<file path="config.mk">
export PLATFORM = sky130hd
export DESIGN_NAME = rxq_trigger_fifo
export DESIGN_NICKNAME = d
export VERILOG_FILES = /design/src/rtl/rxq_pkg.sv /design/src/rtl/rxq_store.sv /design/src/rtl/rxq_thresh.sv /design/src/rtl/rxq_idle_timer.sv /design/src/rtl/rxq_trigger_fifo.sv
export SDC_FILE = /design/constraint.sdc
export NUM_CORES = 1
export LEC_CHECK = 0
export BUFFER_PORTS_ARGS = -buffer_cell sky130_fd_sc_hd__buf_2
export CAP_MARGIN = 25
export CORE_MARGIN = 10
export CORE_UTILIZATION = 45
export CTS_BUF_LIST = sky130_fd_sc_hd__clkbuf_4
export DETAILED_ROUTE_END_ITERATION = 8
export GPL_ROUTABILITY_DRIVEN = 0
export PLACE_DENSITY = 0.64
export SYNTH_ARGS = -nofsm -noshare
export SYNTH_HDL_FRONTEND = slang
export SYNTH_HIERARCHICAL = 1
export SYNTH_SLANG_ARGS = --single-unit
</file>
<file path="constraint.sdc">
create_clock -name clk -period 10.46 [get_ports clk]
set_input_delay 0.523 -clock clk [delete_from_list [all_inputs] [get_ports clk]]
set_output_delay 0.523 -clock clk [all_outputs]
set_load 0.01 [all_outputs]
</file>
<file path="src/rtl/rxq_pkg.sv">
// Shared types and the threshold encoding for the receive character queue.
// Assumes the threshold values fit into the fill counter of the queue.
package rxq_pkg;

    typedef struct packed {
        logic brk;
        logic ferr;
        logic perr;
    } rxq_flags_t;

    // Maps the two-bit threshold select code to a character count.
    function automatic int thr_of(input logic [1:0] sel);
        case (sel)
            2'b00:   return 1;
            2'b01:   return 4;
            2'b10:   return 8;
            default: return 14;
        endcase
    endfunction

endpackage

</file>
<file path="src/rtl/rxq_store.sv">
// Character storage: circular buffer with pointers, fill count and a count
// of held entries that carry an error flag. In character mode it acts as a
// one-entry holding register. Assumes DEPTH is a power of two.
module rxq_store #(
    parameter int DEPTH  = 16,
    parameter int DATA_W = 8,
    localparam int PTR_W = $clog2(DEPTH),
    localparam int CNT_W = $clog2(DEPTH + 1)
) (
    input  logic                clk,
    input  logic                rst_n,
    input  logic                clr,
    input  logic                fifo_on,
    input  logic                push,
    input  logic                pop,
    input  logic [DATA_W-1:0]   in_data,
    input  rxq_pkg::rxq_flags_t in_flags,
    output logic [DATA_W-1:0]   head_data,
    output rxq_pkg::rxq_flags_t head_flags,
    output logic [CNT_W-1:0]    count,
    output logic                any_err
);
    logic [DATA_W-1:0]   mem_d [DEPTH];
    rxq_pkg::rxq_flags_t mem_f [DEPTH];
    logic [PTR_W-1:0]    wptr, rptr;
    logic [CNT_W-1:0]    err_cnt;
    logic                in_bad, head_bad;

    assign in_bad     = |in_flags;
    assign head_bad   = |mem_f[rptr];
    assign head_data  = mem_d[rptr];
    assign head_flags = mem_f[rptr];
    assign any_err    = (err_cnt != '0);

    // Entry write: queue mode appends at wptr, character mode overwrites head.
    always_ff @(posedge clk) begin
        if (push) begin
            if (fifo_on) begin
                mem_d[wptr] <= in_data;
                mem_f[wptr] <= in_flags;
            end else begin
                mem_d[rptr] <= in_data;
                mem_f[rptr] <= in_flags;
            end
        end
    end

    // Pointer, fill count and error count maintenance.
    always_ff @(posedge clk) begin
        if (!rst_n || clr) begin
            wptr    <= '0;
            rptr    <= '0;
            count   <= '0;
            err_cnt <= '0;
        end else if (!fifo_on) begin
            if (push) begin
                count   <= CNT_W'(1);
                err_cnt <= '0;
            end else if (pop) begin
                count   <= '0;
            end
        end else begin
            if (push) wptr <= wptr + 1'b1;
            if (pop)  rptr <= rptr + 1'b1;
            count   <= count + CNT_W'(push) - CNT_W'(pop);
            err_cnt <= err_cnt + CNT_W'(push && in_bad) - CNT_W'(pop && head_bad);
        end
    end

endmodule

</file>
<file path="src/rtl/rxq_thresh.sv">
// Threshold comparator with a hold-off after a write into an empty queue.
// Assumes `clr` empties the queue on the same edge it is applied.
module rxq_thresh #(
    parameter int DEPTH     = 16,
    parameter int FIRST_DLY = 3,
    localparam int CNT_W    = $clog2(DEPTH + 1),
    localparam int HLD_W    = $clog2(FIRST_DLY + 1)
) (
    input  logic             clk,
    input  logic             rst_n,
    input  logic             clr,
    input  logic             first_push,
    input  logic             enable,
    input  logic [1:0]       trig_sel,
    input  logic [CNT_W-1:0] count,
    output logic             thr_hit
);
    logic [HLD_W-1:0] hold;
    logic [CNT_W-1:0] thr_lvl;

    assign thr_lvl = CNT_W'(rxq_pkg::thr_of(trig_sel));
    assign thr_hit = enable && (hold == '0) && (count >= thr_lvl);

    // Hold-off counter loaded by the first character into an empty queue.
    always_ff @(posedge clk) begin
        if (!rst_n || clr)        hold <= '0;
        else if (first_push)      hold <= HLD_W'(FIRST_DLY);
        else if (hold != '0)      hold <= hold - 1'b1;
    end

endmodule

</file>
<file path="src/rtl/rxq_idle_timer.sv">
// Idle timer: counts baud ticks while the queue holds data with no activity,
// then waits a fixed number of clocks before flagging a timeout. A pop clears
// the flag. Assumes baud_tick is a single-cycle pulse.
module rxq_idle_timer #(
    parameter int CHAR_W     = 4,
    parameter int TOUT_CHARS = 4,
    parameter int TOUT_DLY   = 8,
    localparam int LIM_W     = CHAR_W + $clog2(TOUT_CHARS + 1),
    localparam int DLY_W     = $clog2(TOUT_DLY + 1)
) (
    input  logic              clk,
    input  logic              rst_n,
    input  logic              clr,
    input  logic              armed,
    input  logic              int_en,
    input  logic              nonempty,
    input  logic              push,
    input  logic              pop,
    input  logic              baud_tick,
    input  logic [CHAR_W-1:0] char_len,
    output logic              pending
);
    logic [LIM_W-1:0] ticks;
    logic [LIM_W-1:0] limit;
    logic [DLY_W-1:0] dly;
    logic             expired;

    assign limit   = LIM_W'(TOUT_CHARS) * LIM_W'(char_len);
    assign expired = (limit != '0) && (ticks >= limit);

    // Tick counting, post-expiry delay and the pending flag.
    always_ff @(posedge clk) begin
        if (!rst_n || clr || !armed || !nonempty) begin
            ticks   <= '0;
            dly     <= '0;
            pending <= 1'b0;
        end else if (push || pop) begin
            ticks <= '0;
            dly   <= '0;
            if (pop) pending <= 1'b0;
        end else if (!expired) begin
            if (baud_tick) ticks <= ticks + 1'b1;
        end else if (!pending) begin
            if (dly == DLY_W'(TOUT_DLY - 1)) begin
                pending <= int_en;
                dly     <= '0;
            end else begin
                dly <= dly + 1'b1;
            end
        end
    end

endmodule

</file>
<file path="src/rtl/rxq_trigger_fifo.sv">
// Receive character queue top: storage, threshold and idle timeout. It
// decides push/pop acceptance and empties itself on a flush or a mode change.
// Assumes one character strobe per cycle at most.
module rxq_trigger_fifo #(
    parameter int DEPTH      = 16,
    parameter int DATA_W     = 8,
    parameter int CHAR_W     = 4,
    parameter int TOUT_CHARS = 4,
    parameter int FIRST_DLY  = 3,
    parameter int TOUT_DLY   = 8,
    localparam int CNT_W     = $clog2(DEPTH + 1)
) (
    input  logic              clk,
    input  logic              rst_n,
    input  logic              fifo_on,
    input  logic              int_en,
    input  logic [1:0]        trig_sel,
    input  logic [CHAR_W-1:0] char_len,
    input  logic              flush,
    input  logic              baud_tick,
    input  logic              wr_en,
    input  logic [DATA_W-1:0] wr_data,
    input  logic              wr_perr,
    input  logic              wr_ferr,
    input  logic              wr_brk,
    input  logic              rd_en,
    output logic [DATA_W-1:0] rd_data,
    output logic [2:0]        rd_flags,
    output logic [CNT_W-1:0]  fill,
    output logic              data_ready,
    output logic              thr_hit,
    output logic              to_pend,
    output logic              fifo_err
);
    logic                fifo_on_q, clr, push, pop, full, any_err, pend_raw, thr_raw;
    rxq_pkg::rxq_flags_t in_flags, head_flags;

    assign in_flags   = '{brk: wr_brk, ferr: wr_ferr, perr: wr_perr};
    assign full       = (fill == CNT_W'(DEPTH));
    assign pop        = rd_en && data_ready;
    assign push       = wr_en && (!fifo_on || !full || pop);
    assign clr        = flush || (fifo_on != fifo_on_q);
    assign data_ready = (fill != '0);
    assign rd_flags   = head_flags;
    assign fifo_err   = fifo_on && any_err;
    assign thr_hit    = fifo_on && thr_raw;
    assign to_pend    = fifo_on && int_en && pend_raw;

    // Remembers the previous mode to detect a mode change.
    always_ff @(posedge clk) begin
        if (!rst_n) fifo_on_q <= 1'b0;
        else        fifo_on_q <= fifo_on;
    end

    rxq_store #(.DEPTH(DEPTH), .DATA_W(DATA_W)) u_store (
        .clk(clk), .rst_n(rst_n), .clr(clr), .fifo_on(fifo_on),
        .push(push), .pop(pop), .in_data(wr_data), .in_flags(in_flags),
        .head_data(rd_data), .head_flags(head_flags), .count(fill),
        .any_err(any_err)
    );

    rxq_thresh #(.DEPTH(DEPTH), .FIRST_DLY(FIRST_DLY)) u_thresh (
        .clk(clk), .rst_n(rst_n), .clr(clr),
        .first_push(push && !data_ready),
        .enable(int_en), .trig_sel(trig_sel), .count(fill),
        .thr_hit(thr_raw)
    );

    rxq_idle_timer #(.CHAR_W(CHAR_W), .TOUT_CHARS(TOUT_CHARS), .TOUT_DLY(TOUT_DLY)) u_timer (
        .clk(clk), .rst_n(rst_n), .clr(clr), .armed(fifo_on), .int_en(int_en),
        .nonempty(data_ready), .push(push), .pop(pop), .baud_tick(baud_tick),
        .char_len(char_len), .pending(pend_raw)
    );

endmodule

</file>
==> out/qor.yml <==
setup_path:
  end_kind: "register"
  arrival_ns: 4.89
  start_kind: "register"
  critPathRequiredTime_ns: 10.97
  critPathMaxFanout: 44
  criticalPathCategory: "register to register"
final_layout:
  final_cell_count_no_fill: 951
  drive_gt1_share_pct: 31.09
  syn2layout_area_growth_pct: 14.14
  fin_util_pct: 52.61
  fillerInstances: 1681
  ff_latch_area_um2: 6028
  multiInputGateArea_um2: 2818
  nets: 692
yosys:
  synth_most_common_cell: "edfxtp_1"
  synthTopCellsByArea: "edfxtp_1 (58%), mux4_2 (13%), dfxtp_1 (8.2%)"
  synth_common_cells: "edfxtp_1 (176), mux4_2 (53), nor2_1 (46), dfxtp_1 (37), inv_1 (28)"
  synth_top_area_cell: "edfxtp_1"
  synth_fp_nets: 596
  synth.distinct_cells: 51
  syn_avg_cell_area_um2: 16.65
  synthArstFlopShare_pct: 0
  synth-edff-count: 176
  ys_ff_latch: 213
  yosys.area.top_type_share_pct: 58.34
  syn-instance-count: 544
  synth_seq_area_share_pct: 66.52
  yosysWarningCount: 6
  synth.cell_area_um2: 9059
  synth_top_flop_cell: "edfxtp_1"
flow_run:
  maxCapViolations: 0
grt:
  grt_max_degree: 45
  grt_overflow_total: 0
  grt_pass1_vias: 5426
  grtUsageTotal_pct: 14.34
  grt_pass1_wl_mm: 29.50
  antenna_found_initial: 1
routing:
  wire_per_inst_um: 19.41
  totalWireLength_mm: 18.46
  via_per_inst: 5.303
  final_antenna_net_count: 0
  drc: 0
  drtIter0Drc: 298
  vias: 5043
  first_pass_iters: 5
clock_network:
  clock_sinks: 213
  path_clk_slew_ns: 0.06
  cts_root_buf: "clkbuf_4"
  cts_tree: "done"
  cts_htree_levels: 2
  hold_buffers: 0
  cts.repair.resized: 0
  worstSkewPairLatency_ns: 0.65
  numCtsBuffers: 53
  cts_setup_buffers: 0
  cts.path.max_buffers: 3
die:
  fp-row-count: 51
  io_pins: 45
  dieArea_um2: 26210
  start_util_pct: 46.09
  die_w_um: 161.9
  dieHeight_um: 161.9
  coreArea_um2: 19650
pwr:
  leakagePower_nw: 3.464
  peakVddDrop_mv: 0.06133
  power.density_nw_per_um2: 160.4
  finalPower_mw: 1.659
timing:
  final.setup.tns_ns: 0
  fmax_ghz: 0.2283
  timing.final.crit_period_ns: 4.381
  final-max-slew-violation-count: 0
  final.setup_skew_ns: 0.02677
  finalSetupViolations: 0
  fin_crit_sh_pct: 41.88
  tightest_slew_ns: 0.9304
  rsz0062_at_grt: "false"
  relSlewSlack_pct: 37.89
  finalHoldViolCount: 0
outcome:
  status: "complete, no violations"
placed_design:
  dp.cells: 850
  portBuffers: 44
  dp_hpwl_mm: 11.48
hold_path:
  hp-class: "primary input to register"
per-stage QoR:
| stage | cell area [um^2] | setup slack (ns) | hold slack, ns |
|---|---|---|---|
| 2_1_floorplan | 9059 | 6.930 | 0.4583 |
| 3_3_place_gp | 9627 | 6.153 | 0.4744 |
| 3_5_place_dp | 9647 | 6.073 | 0.4908 |
| 4_1_cts | 10340 | 6.016 | 0.08611 |
| 5_1_grt | 10340 | 5.696 | 0.1179 |
| 6_report | 10340 | 6.079 | 0.1239 |
layer usage:
metal	up-vias	GRT usage (%)	wire length, um
li1	2354	-	-
met1	2516	17.42	7688
met2	141	24.17	9405
met3	32	3.236	986
met4	0	5.997	379
met5	-	0	0
state kept, by name (all words and copies together) (netlist names), named ones only:
register,cells
u_timer/dly,4
u_store/count,5
u_thresh/hold,2
u_store/mem_f,48
fifo_on_q,1
u_store/mem_d,128
u_timer/pending,1
u_store/err_cnt,5
u_store/rptr,4
u_timer/ticks,7
u_store/wptr,4
cells by family after synthesis:
| family | after synthesis | synth area share (%) |
|---|---|---|
| adders and majority gates | 27 | 3.895 |
| muxes | 58 | 13.73 |
| AOI/OAI and AO/OA | 58 | 4.793 |
| DFF | 213 | 66.52 |
| and+or+nand+nor | 120 | 6.823 |
| buffers and inverters | 49 | 2.403 |
| xor gates and xnor gates | 19 | 1.837 |
critical path, stage by stage, from the launching register on:
cell,delay (ns)
dfxtp_2,0.31
buf_4,0.67
mux4_2,0.59
nor2b_1,0.14
a211oi_1,0.30
a21oi_1,0.11
o31a_1,0.35
ha_1,0.28
inv_1,0.04
ha_1,0.20
fa_1,0.40
a21oi_1,0.16
nor2_1,0.06
or3_1,0.34
a32oi_1,0.20
nor2_1,0.06
layout make-up:
| class | count | area share, % |
|---|---|---|
| diodes | 1 | 0.02420 |
| clock buffers | 81 | 5.881 |
| clock inverters | 19 | 0.7986 |
| inverters | 29 | 1.053 |
| multi-input cells | 282 | 27.25 |
| flip-flops and latches | 213 | 58.30 |
| well taps | 265 | 3.207 |
| repair buffers | 61 | 3.485 |
placed cells by master (no fill, tap or decap), drive strengths merged, types with 4 or more instances in the layout:
master / count
a211oi: 5
a21o: 4
a21oi: 20
a31oi: 7
buf: 61
clkbuf: 81
clkinv: 19
dfxtp: 37
edfxtp: 176
ha: 25
inv: 29
mux2i: 5
mux4: 53
nand2: 15
nand2b: 4
nand3: 12
nor2: 47
nor3: 8
nor3b: 9
o21ai: 10
or3: 4
xnor2: 12
xor2: 7
path summary, 6_finish.rpt:
check                               from                         endpoint  slack, ns  depth (start not counted)
max                             register  u_store/err_cnt[4]$_SDFFE_PP0P_       6.08                         15
min                                rst_n             fifo_on_q$_SDFF_PN0_       0.12                          2
max reg2reg                     register  u_store/err_cnt[4]$_SDFFE_PP0P_       6.08                         15
min reg2reg  u_timer/dly[0]$_SDFFE_PP0P_      u_timer/dly[0]$_SDFFE_PP0P_       0.50                          2
report_power, final:
group / switching [mW] / internal (mW) / leakage, nW
clock: 0.322 / 0.356 / 0.413
combinational: 0.0362 / 0.0220 / 1.17
sequential: 0.00167 / 0.921 / 1.89
Power figures use the tool's default switching activity.
